## src/rtl/dpc_pkg.sv

```systemverilog
package dpc_pkg;

   localparam int unsigned DPC_TYPE_W_DEF = 8;

   typedef enum logic [0:0] {
      ROLE_IRQ = 1'b0,
      ROLE_DMA = 1'b1
   } pin_role_e;

   function automatic pin_role_e role_of(input logic enable, input logic extsync);
      return (enable && extsync) ? ROLE_DMA : ROLE_IRQ;
   endfunction

endpackage

```

## src/rtl/dpc_sync.sv

```systemverilog
module dpc_sync #(
   parameter int unsigned STAGES = 2
) (
   input  logic clk,
   input  logic rst_n,
   input  logic d_i,
   output logic q_o
);
   initial begin
      assert (STAGES >= 2) else $error("dpc_sync: STAGES must be at least 2");
   end

   logic [STAGES-1:0] chain_q;

   always_ff @(posedge clk or negedge rst_n) begin
      if (!rst_n) chain_q <= '0;
      else        chain_q <= {chain_q[STAGES-2:0], d_i};
   end

   assign q_o = chain_q[STAGES-1];
endmodule

```

## src/rtl/dpc_pin_pend.sv

```systemverilog
module dpc_pin_pend (
   input  logic clk,
   input  logic rst_n,
   input  logic pin_s_i,
   input  logic irq_role_i,
   input  logic ack_i,
   output logic pend_o
);
   logic prev_q;
   logic pend_q;
   logic rise;

   always_ff @(posedge clk or negedge rst_n) begin
      if (!rst_n) prev_q <= 1'b0;
      else        prev_q <= pin_s_i;
   end

   assign rise = pin_s_i & ~prev_q & irq_role_i;

   always_ff @(posedge clk or negedge rst_n) begin
      if (!rst_n)      pend_q <= 1'b0;
      else if (rise)   pend_q <= 1'b1;
      else if (ack_i)  pend_q <= 1'b0;
      else             pend_q <= pend_q & pin_s_i & irq_role_i;
   end

   assign pend_o = pend_q;

   a_r4_edge_only: assert property (@(posedge clk) disable iff (!rst_n)
      $rose(pend_q) |-> $past(pin_s_i) && !$past(prev_q));
   a_r5_release_drops: assert property (@(posedge clk) disable iff (!rst_n)
      !pin_s_i |=> !pend_q);
   a_r3_none_in_dma: assert property (@(posedge clk) disable iff (!rst_n)
      !irq_role_i |=> !pend_q);
   a_r7_ack_clears_pin: assert property (@(posedge clk) disable iff (!rst_n)
      (ack_i && !(pin_s_i && !prev_q)) |=> !pend_q);
endmodule

```

## src/rtl/dpc_chan.sv

```systemverilog
module dpc_chan
   import dpc_pkg::*;
#(
   parameter int unsigned SYNC_STAGES = 2,
   parameter int unsigned TYPE_W      = 8,
   parameter logic [TYPE_W-1:0] TYPE_CODE = 8'h0A
) (
   input  logic              clk,
   input  logic              rst_n,
   input  logic              pin_i,
   input  logic              enable_i,
   input  logic              extsync_i,
   input  logic              mask_i,
   input  logic              ack_i,
   input  logic              dma_int_i,
   output logic              dma_req_o,
   output logic              irq_req_o,
   output logic [TYPE_W-1:0] type_o
);
   logic      pin_s;
   logic      pin_pend;
   logic      int_pend_q;
   pin_role_e role;

   dpc_sync #(.STAGES(SYNC_STAGES)) u_sync (
      .clk  (clk),
      .rst_n(rst_n),
      .d_i  (pin_i),
      .q_o  (pin_s)
   );

   assign role = role_of(enable_i, extsync_i);

   dpc_pin_pend u_pend (
      .clk       (clk),
      .rst_n     (rst_n),
      .pin_s_i   (pin_s),
      .irq_role_i(role == ROLE_IRQ),
      .ack_i     (ack_i),
      .pend_o    (pin_pend)
   );

   always_ff @(posedge clk or negedge rst_n) begin
      if (!rst_n)         int_pend_q <= 1'b0;
      else if (dma_int_i) int_pend_q <= 1'b1;
      else if (ack_i)     int_pend_q <= 1'b0;
   end

   assign dma_req_o = (role == ROLE_DMA) & pin_s;
   assign irq_req_o = (pin_pend | int_pend_q) & ~mask_i;
   assign type_o    = TYPE_CODE;

   a_r8_int_sets: assert property (@(posedge clk) disable iff (!rst_n)
      dma_int_i |=> int_pend_q);
   a_r7_ack_clears_int: assert property (@(posedge clk) disable iff (!rst_n)
      (ack_i && !dma_int_i) |=> !int_pend_q);
   a_r2_dma_follows_sync: assert property (@(posedge clk) disable iff (!rst_n)
      (role == ROLE_DMA && $past(role == ROLE_DMA) && $rose(dma_req_o)) |-> $rose(pin_s));
endmodule

```

## src/rtl/dpc_pin_ctrl.sv

```systemverilog
module dpc_pin_ctrl #(
   parameter int unsigned NUM_CH      = 2,
   parameter int unsigned SYNC_STAGES = 2,
   parameter int unsigned TYPE_W      = 8,
   parameter logic [7:0]  BASE_TYPE   = 8'h0A
) (
   input  logic                       clk,
   input  logic                       rst_n,
   input  logic [NUM_CH-1:0]          pin_i,
   input  logic [NUM_CH-1:0]          ch_enable_i,
   input  logic [NUM_CH-1:0]          ch_extsync_i,
   input  logic [NUM_CH-1:0]          irq_mask_i,
   input  logic [NUM_CH-1:0]          irq_ack_i,
   input  logic [NUM_CH-1:0]          dma_int_i,
   output logic [NUM_CH-1:0]          dma_req_o,
   output logic [NUM_CH-1:0]          irq_req_o,
   output logic [NUM_CH*TYPE_W-1:0]   irq_type_o
);
   localparam int unsigned TYPE_SPAN = 1 << TYPE_W;

   initial begin
      assert (NUM_CH >= 1 && NUM_CH <= 8) else $error("dpc_pin_ctrl: NUM_CH out of range");
      assert (TYPE_W >= 8) else $error("dpc_pin_ctrl: TYPE_W too small");
      assert (int'(BASE_TYPE) + NUM_CH <= TYPE_SPAN) else $error("dpc_pin_ctrl: type codes overflow");
   end

   for (genvar c = 0; c < NUM_CH; c++) begin : g_ch
      localparam logic [TYPE_W-1:0] CODE = TYPE_W'(BASE_TYPE) + TYPE_W'(c);
      dpc_chan #(
         .SYNC_STAGES(SYNC_STAGES),
         .TYPE_W     (TYPE_W),
         .TYPE_CODE  (CODE)
      ) u_chan (
         .clk       (clk),
         .rst_n     (rst_n),
         .pin_i     (pin_i[c]),
         .enable_i  (ch_enable_i[c]),
         .extsync_i (ch_extsync_i[c]),
         .mask_i    (irq_mask_i[c]),
         .ack_i     (irq_ack_i[c]),
         .dma_int_i (dma_int_i[c]),
         .dma_req_o (dma_req_o[c]),
         .irq_req_o (irq_req_o[c]),
         .type_o    (irq_type_o[c*TYPE_W +: TYPE_W])
      );
   end

   a_r6_mask_hides: assert property (@(posedge clk) disable iff (!rst_n)
      (irq_req_o & irq_mask_i) == '0);
   a_r3_dma_only_in_role: assert property (@(posedge clk) disable iff (!rst_n)
      (dma_req_o & ~(ch_enable_i & ch_extsync_i)) == '0);
endmodule

```

## config.mk

```make
export PLATFORM = sky130hd
export DESIGN_NAME = dpc_pin_ctrl
export DESIGN_NICKNAME = d
export VERILOG_FILES = /design/src/rtl/dpc_pkg.sv /design/src/rtl/dpc_sync.sv /design/src/rtl/dpc_pin_pend.sv /design/src/rtl/dpc_chan.sv /design/src/rtl/dpc_pin_ctrl.sv
export SDC_FILE = /design/constraint.sdc
export NUM_CORES = 1
export LEC_CHECK = 0
export BUFFER_PORTS_ARGS = -buffer_cell sky130_fd_sc_hd__clkbuf_2
export CAP_MARGIN = 20
export CORE_AREA = 5 5 42 44
export DETAILED_ROUTE_END_ITERATION = 8
export DIE_AREA = 0 0 47 49
export PLACE_DENSITY = 0.8
export SLEW_MARGIN = 10
export SYNTH_ARGS = -nofsm -noshare
export SYNTH_HDL_FRONTEND = slang
export SYNTH_HIERARCHICAL = 1
export SYNTH_SLANG_ARGS = --single-unit
```

## constraint.sdc

```tcl
create_clock -name clk -period 0.8 [get_ports clk]
set_input_delay 0.12 -clock clk [delete_from_list [all_inputs] [get_ports clk]]
set_output_delay 0.12 -clock clk [all_outputs]
set_load 0.02 [all_outputs]
```

== After elaboration in Yosys (flattened, before gate mapping) ==
Index checks and enable logic that the tools add are counted.

* Word-level logic and storage cells: 42
* Output and inout port bits: 20
* Register bits: 10
* Input port bits: 14

* Reductions and logical operators: 4
* Muxes and demuxes: 10
* Bitwise logic cells: 20

{| class="wikitable"
|+ Operators by type and width
! operator !! number
|-
| 1-bit bitwise AND || 12
|-
| 1-bit two-way mux || 10
|-
| 1-bit NOT || 6
|-
| 2-bit nonzero test || 2
|-
| 1-bit logical AND || 2
|-
| 1-bit bitwise OR || 2
|}

== Logic depth before layout (Yosys ltp) ==
* Depth in word-level cells: 6
* Gate-level depth with buffers: 3
* Gate-level depth less buffers: 3

== Modules after synthesis ==
Netlist, hierarchy kept.

{| class="wikitable"
|+ By module, submodules not included
! module !! sequential area each (µm²) !! cells each !! area each (µm²) !! instances
|-
| dpc_chan || 25.0 || 17 || 121.4 || 2
|-
| dpc_pin_pend || 50.0 || 5 || 68.8 || 2
|-
| dpc_sync || 50.0 || 2 || 50.0 || 2
|}

== Worst setup path after synthesis ==
No wires, ideal clock.

* Path kind: register to output
* From: reg g_ch[0].u_chan.int_pend_q
* To: out irq_req_o[0]
* Stages on the path, launching flop included: 3
* Path slack: 0.037 ns
* Data required time: 0.680 ns
* Arrival: 0.643 ns
* Path through: dfrtp_1 nor2_1 nor2_1

* Word-level cells in the longest chain between the ends: 2

{| class="wikitable"
|+ Ends and longest elaborated chain
! what !! RTL line !! source
|-
| from (decl) || dpc_chan.sv:22 || <nowiki>logic int_pend_q;</nowiki>
|-
| from (signal assigned) || dpc_chan.sv:44 || <nowiki>if (!rst_n) int_pend_q <= 1'b0;</nowiki>
|-
| from (signal assigned) || dpc_chan.sv:45 || <nowiki>else if (dma_int_i) int_pend_q <= 1'b1;</nowiki>
|-
| from (signal assigned) || dpc_chan.sv:46 || <nowiki>else if (ack_i) int_pend_q <= 1'b0;</nowiki>
|-
| 1-bit bitwise OR || dpc_chan.sv:50 || <nowiki>assign irq_req_o = (pin_pend | int_pend_q) & ~mask_i;</nowiki>
|-
| 1-bit bitwise AND || dpc_chan.sv:50 ||
|-
| to (decl) || dpc_pin_ctrl.sv:16 || <nowiki>output logic [NUM_CH-1:0] irq_req_o,</nowiki>
|}

Every way passes these cells.

== Final worst setup path ==
* From: reg g_ch[0].u_chan.u_sync.chain_q[1]
* To: out dma_req_o[0]

* Word-level cells in the longest chain between the ends: 1

{| class="wikitable"
|+ Ends and longest elaborated chain
! what !! RTL line !! source
|-
| from (decl) || dpc_sync.sv:13 || <nowiki>logic [STAGES-1:0] chain_q;</nowiki>
|-
| from (signal assigned) || dpc_sync.sv:17 || <nowiki>else chain_q <= {chain_q[STAGES-2:0], d_i};</nowiki>
|-
| 1-bit bitwise AND || dpc_chan.sv:49 || <nowiki>assign dma_req_o = (role == ROLE_DMA) & pin_s;</nowiki>
|-
| to (decl) || dpc_pin_ctrl.sv:15 || <nowiki>output logic [NUM_CH-1:0] dma_req_o,</nowiki>
|}

Every way passes these cells.

==> out/metrics.cfg <==
[logic_synthesis]
synth_edf_count=0
ys_seq_area_share_pct=52.1
yosys.area.top_type=dfrtp_1
ys_top_cells_by_count=buf_4, dfrtp_1, conb_1, nand2_1, nor2_1
netlist-cell-type-count=10
synth_xor_area_share_pct=0
postSynth.asyncResetShare_pct=100
yosysTopAreaCellShare_pct=52.1
synth_seq_cells=10
yosys_warnings=6
syn_area_per_cell_sq_um=10.0
synthSimpleGateAreaFrac_pct=11.5
synth_flop_cell=dfrtp_1
synthTopCellsByArea=dfrtp_1, buf_4, a21oi_2
syn_area_sq_um=480
synth_most_common_cell=buf_4
syn_inst=48
synth_compound_area_share_pct=6.77
synthAdderAreaFrac_pct=0
synthMuxAreaShare_pct=0
synth_top_family_by_area=buffers and inverters

[global_route]
grt-ovfl-total=0
grt_pass1_vias=304
grt_pass1_wl_mm=1.20
grt_usage_pct=7.35
antenna_found_initial=0
grt_max_degree=11

[hold_path]
hold_path_class=primary input to flip-flop
whs_endpoint=g_ch[0].u_chan/int_pend_q
worstHoldPathCells=2
hp-start=dma_int_i[0]

[drt]
vias=323
vias_per_cell=3.71
post-route-drc-count=0
drt-wirelength-per-cell_um=9.32
firstDrtPassIters=2
totalWireLength_um=811
drt_iter0_drc=3
antenna_left=0

[floorplan]
core-area_sq_um=1400
die_h_um=49
die_w_um=47
start_util_pct=34.3
die-area_sq_um=2300
rows=14
io_pins=34

[critical_path]
path_depth=2
path_buf_inv=1
cpLargestDelayFamily=flip-flops
required_ns=0.68
cp_slowest_cell=dfrtp_1
r2r_cells=2
r2r-start=g_ch[0].u_chan/int_pend_q
worst-path-max-fanout=2
crit_arrival_ns=0.93
critPathLaunch=g_ch[0].u_chan/u_sync/chain_q[1]
crit_chain=and3_1, clkbuf_8
max_stage_delay_ns=0.37
r2r-end=g_ch[0].u_chan/int_pend_q
r2r_setup_slack_ns=0.05
path_class=flip-flop to output pin
end_kind=output pin
startpoint_type=flip-flop

[placement]
placed_cells=78
dp_hpwl_um=637
io_buffers=17
routabilityCongestion=0.637
pre_cts_slack_ns=-0.0221

[timing]
setup_tns_ns=-0.973
skew_ns=0.000282
final_max_slew_viol_count=0
post-route-period-util_pct=131
worst_slack_ns=-0.249
final_hold_viol_count=0
fin_crit_ns=1.05
setup_viol=4
rsz0062_at_grt=true
max_freq_mhz=954

[finish]
insertedDiodeCount=0
regArea_sq_um=250
multiInputGateArea_sq_um=148
fin_util_pct=43.6
area_growth_pct=27.1
fill_cells=146
drive_above_1_share_pct=36.6
nets=87
fin_cells=87

[status]
violations=setup timing
status=finished with violations

[clocking]
cts_tree=yes
ctsLongestPathBuffers=2
htreeDepth=1
clock-root-buffer=clkbuf_4
cts_made_buffers=3
clkSinkCount=10
clkLatencyLatePin_ns=0.25
clk_pin_slew_worst_paths_ns=0.06

[power]
p_per_area_nw_per_um2=1770
ir_drop_mv=0.807
power.leakage_uw=0.000348
design_power_total_uw=1080

[run]
max_cap_violations=0

[state kept, by name (all words and copies together) (netlist names)]
name and count:
g_ch.u_chan/int_pend_q 2, g_ch.u_chan/u_pend/pend_o 2, g_ch.u_chan/u_pend/prev_q 2, g_ch.u_chan/u_sync/chain_q 4
[layout make-up]
cell class | instances | share of cell area, %
sequential | 10 | 41.0
timing repair buffer | 24 | 26.6
multi-input combinational | 32 | 24.2
clock buffer | 3 | 3.69
tap | 16 | 3.28
inverter | 2 | 1.23
[through the flow]
step | cell area [sq um] | hold WS (ns)
floorplan | 526 | -0.176
global placement | 518 | -0.0135
detailed placement | 518 | -0.00727
CTS | 596 | 0.0426
global route | 611 | 0.0470
finish | 611 | 0.0449
[layer usage]
| metal | wire [um] | GRT usage [%] | up-vias |
|---|---|---|---|
| met1 | 289 | 8.47 | 138 |
| met3 | 139 | 1.48 | 2 |
| met5 | 0 | 0 | - |
| met2 | 366 | 10.6 | 25 |
| li1 | - | - | 158 |
| met4 | 16 | 6.91 | 0 |
[cell families (layout without fill, tap and decap cells)]
kind of cell	after synthesis	count (layout)
flops	10	10
other cells	4	16
compound gates	4	4
buf+inv	18	29
simple gates	12	12
[power breakdown]
part           switching (uW)  internal, uW
Sequential               12.5           534
Combinational             128          77.2
Clock                     155           173
[layout by cell type (no fill, tap or decap)]
master,netlist,routed
conb_1,4,16
clkbuf_2,0,13
dfrtp_1,10,10
nand2_1,4,4
nor2_1,4,4
buf_4,16,4
clkbuf_4,0,3
dlygate4sd3_1,0,3
and3_1,2,2
inv_1,2,2
a21o_1,2,2
nand2b_1,2,2
a21oi_2,2,2
clkbuf_8,0,2
buf_2,0,2
[how the worst max path moves through the flow]
stage	endpoint	slack, ns
CTS	irq_req_o[1]	-0.27
global placement	dma_req_o[0]	-0.005
detailed placement	dma_req_o[0]	-0.02
global route	irq_req_o[0]	-0.30
finish	dma_req_o[0]	-0.25
floorplan	irq_req_o[0]	0.04
[timing repair]
action,4_1_cts,5_1_grt
setup buffers,1,2
endpoints found under the hold margin,12,0
setup endpoints to repair,4,4
pin swaps,2,0
hold buffers,3,0
gates resized for setup,4,2
Power figures use the tool's default switching activity.
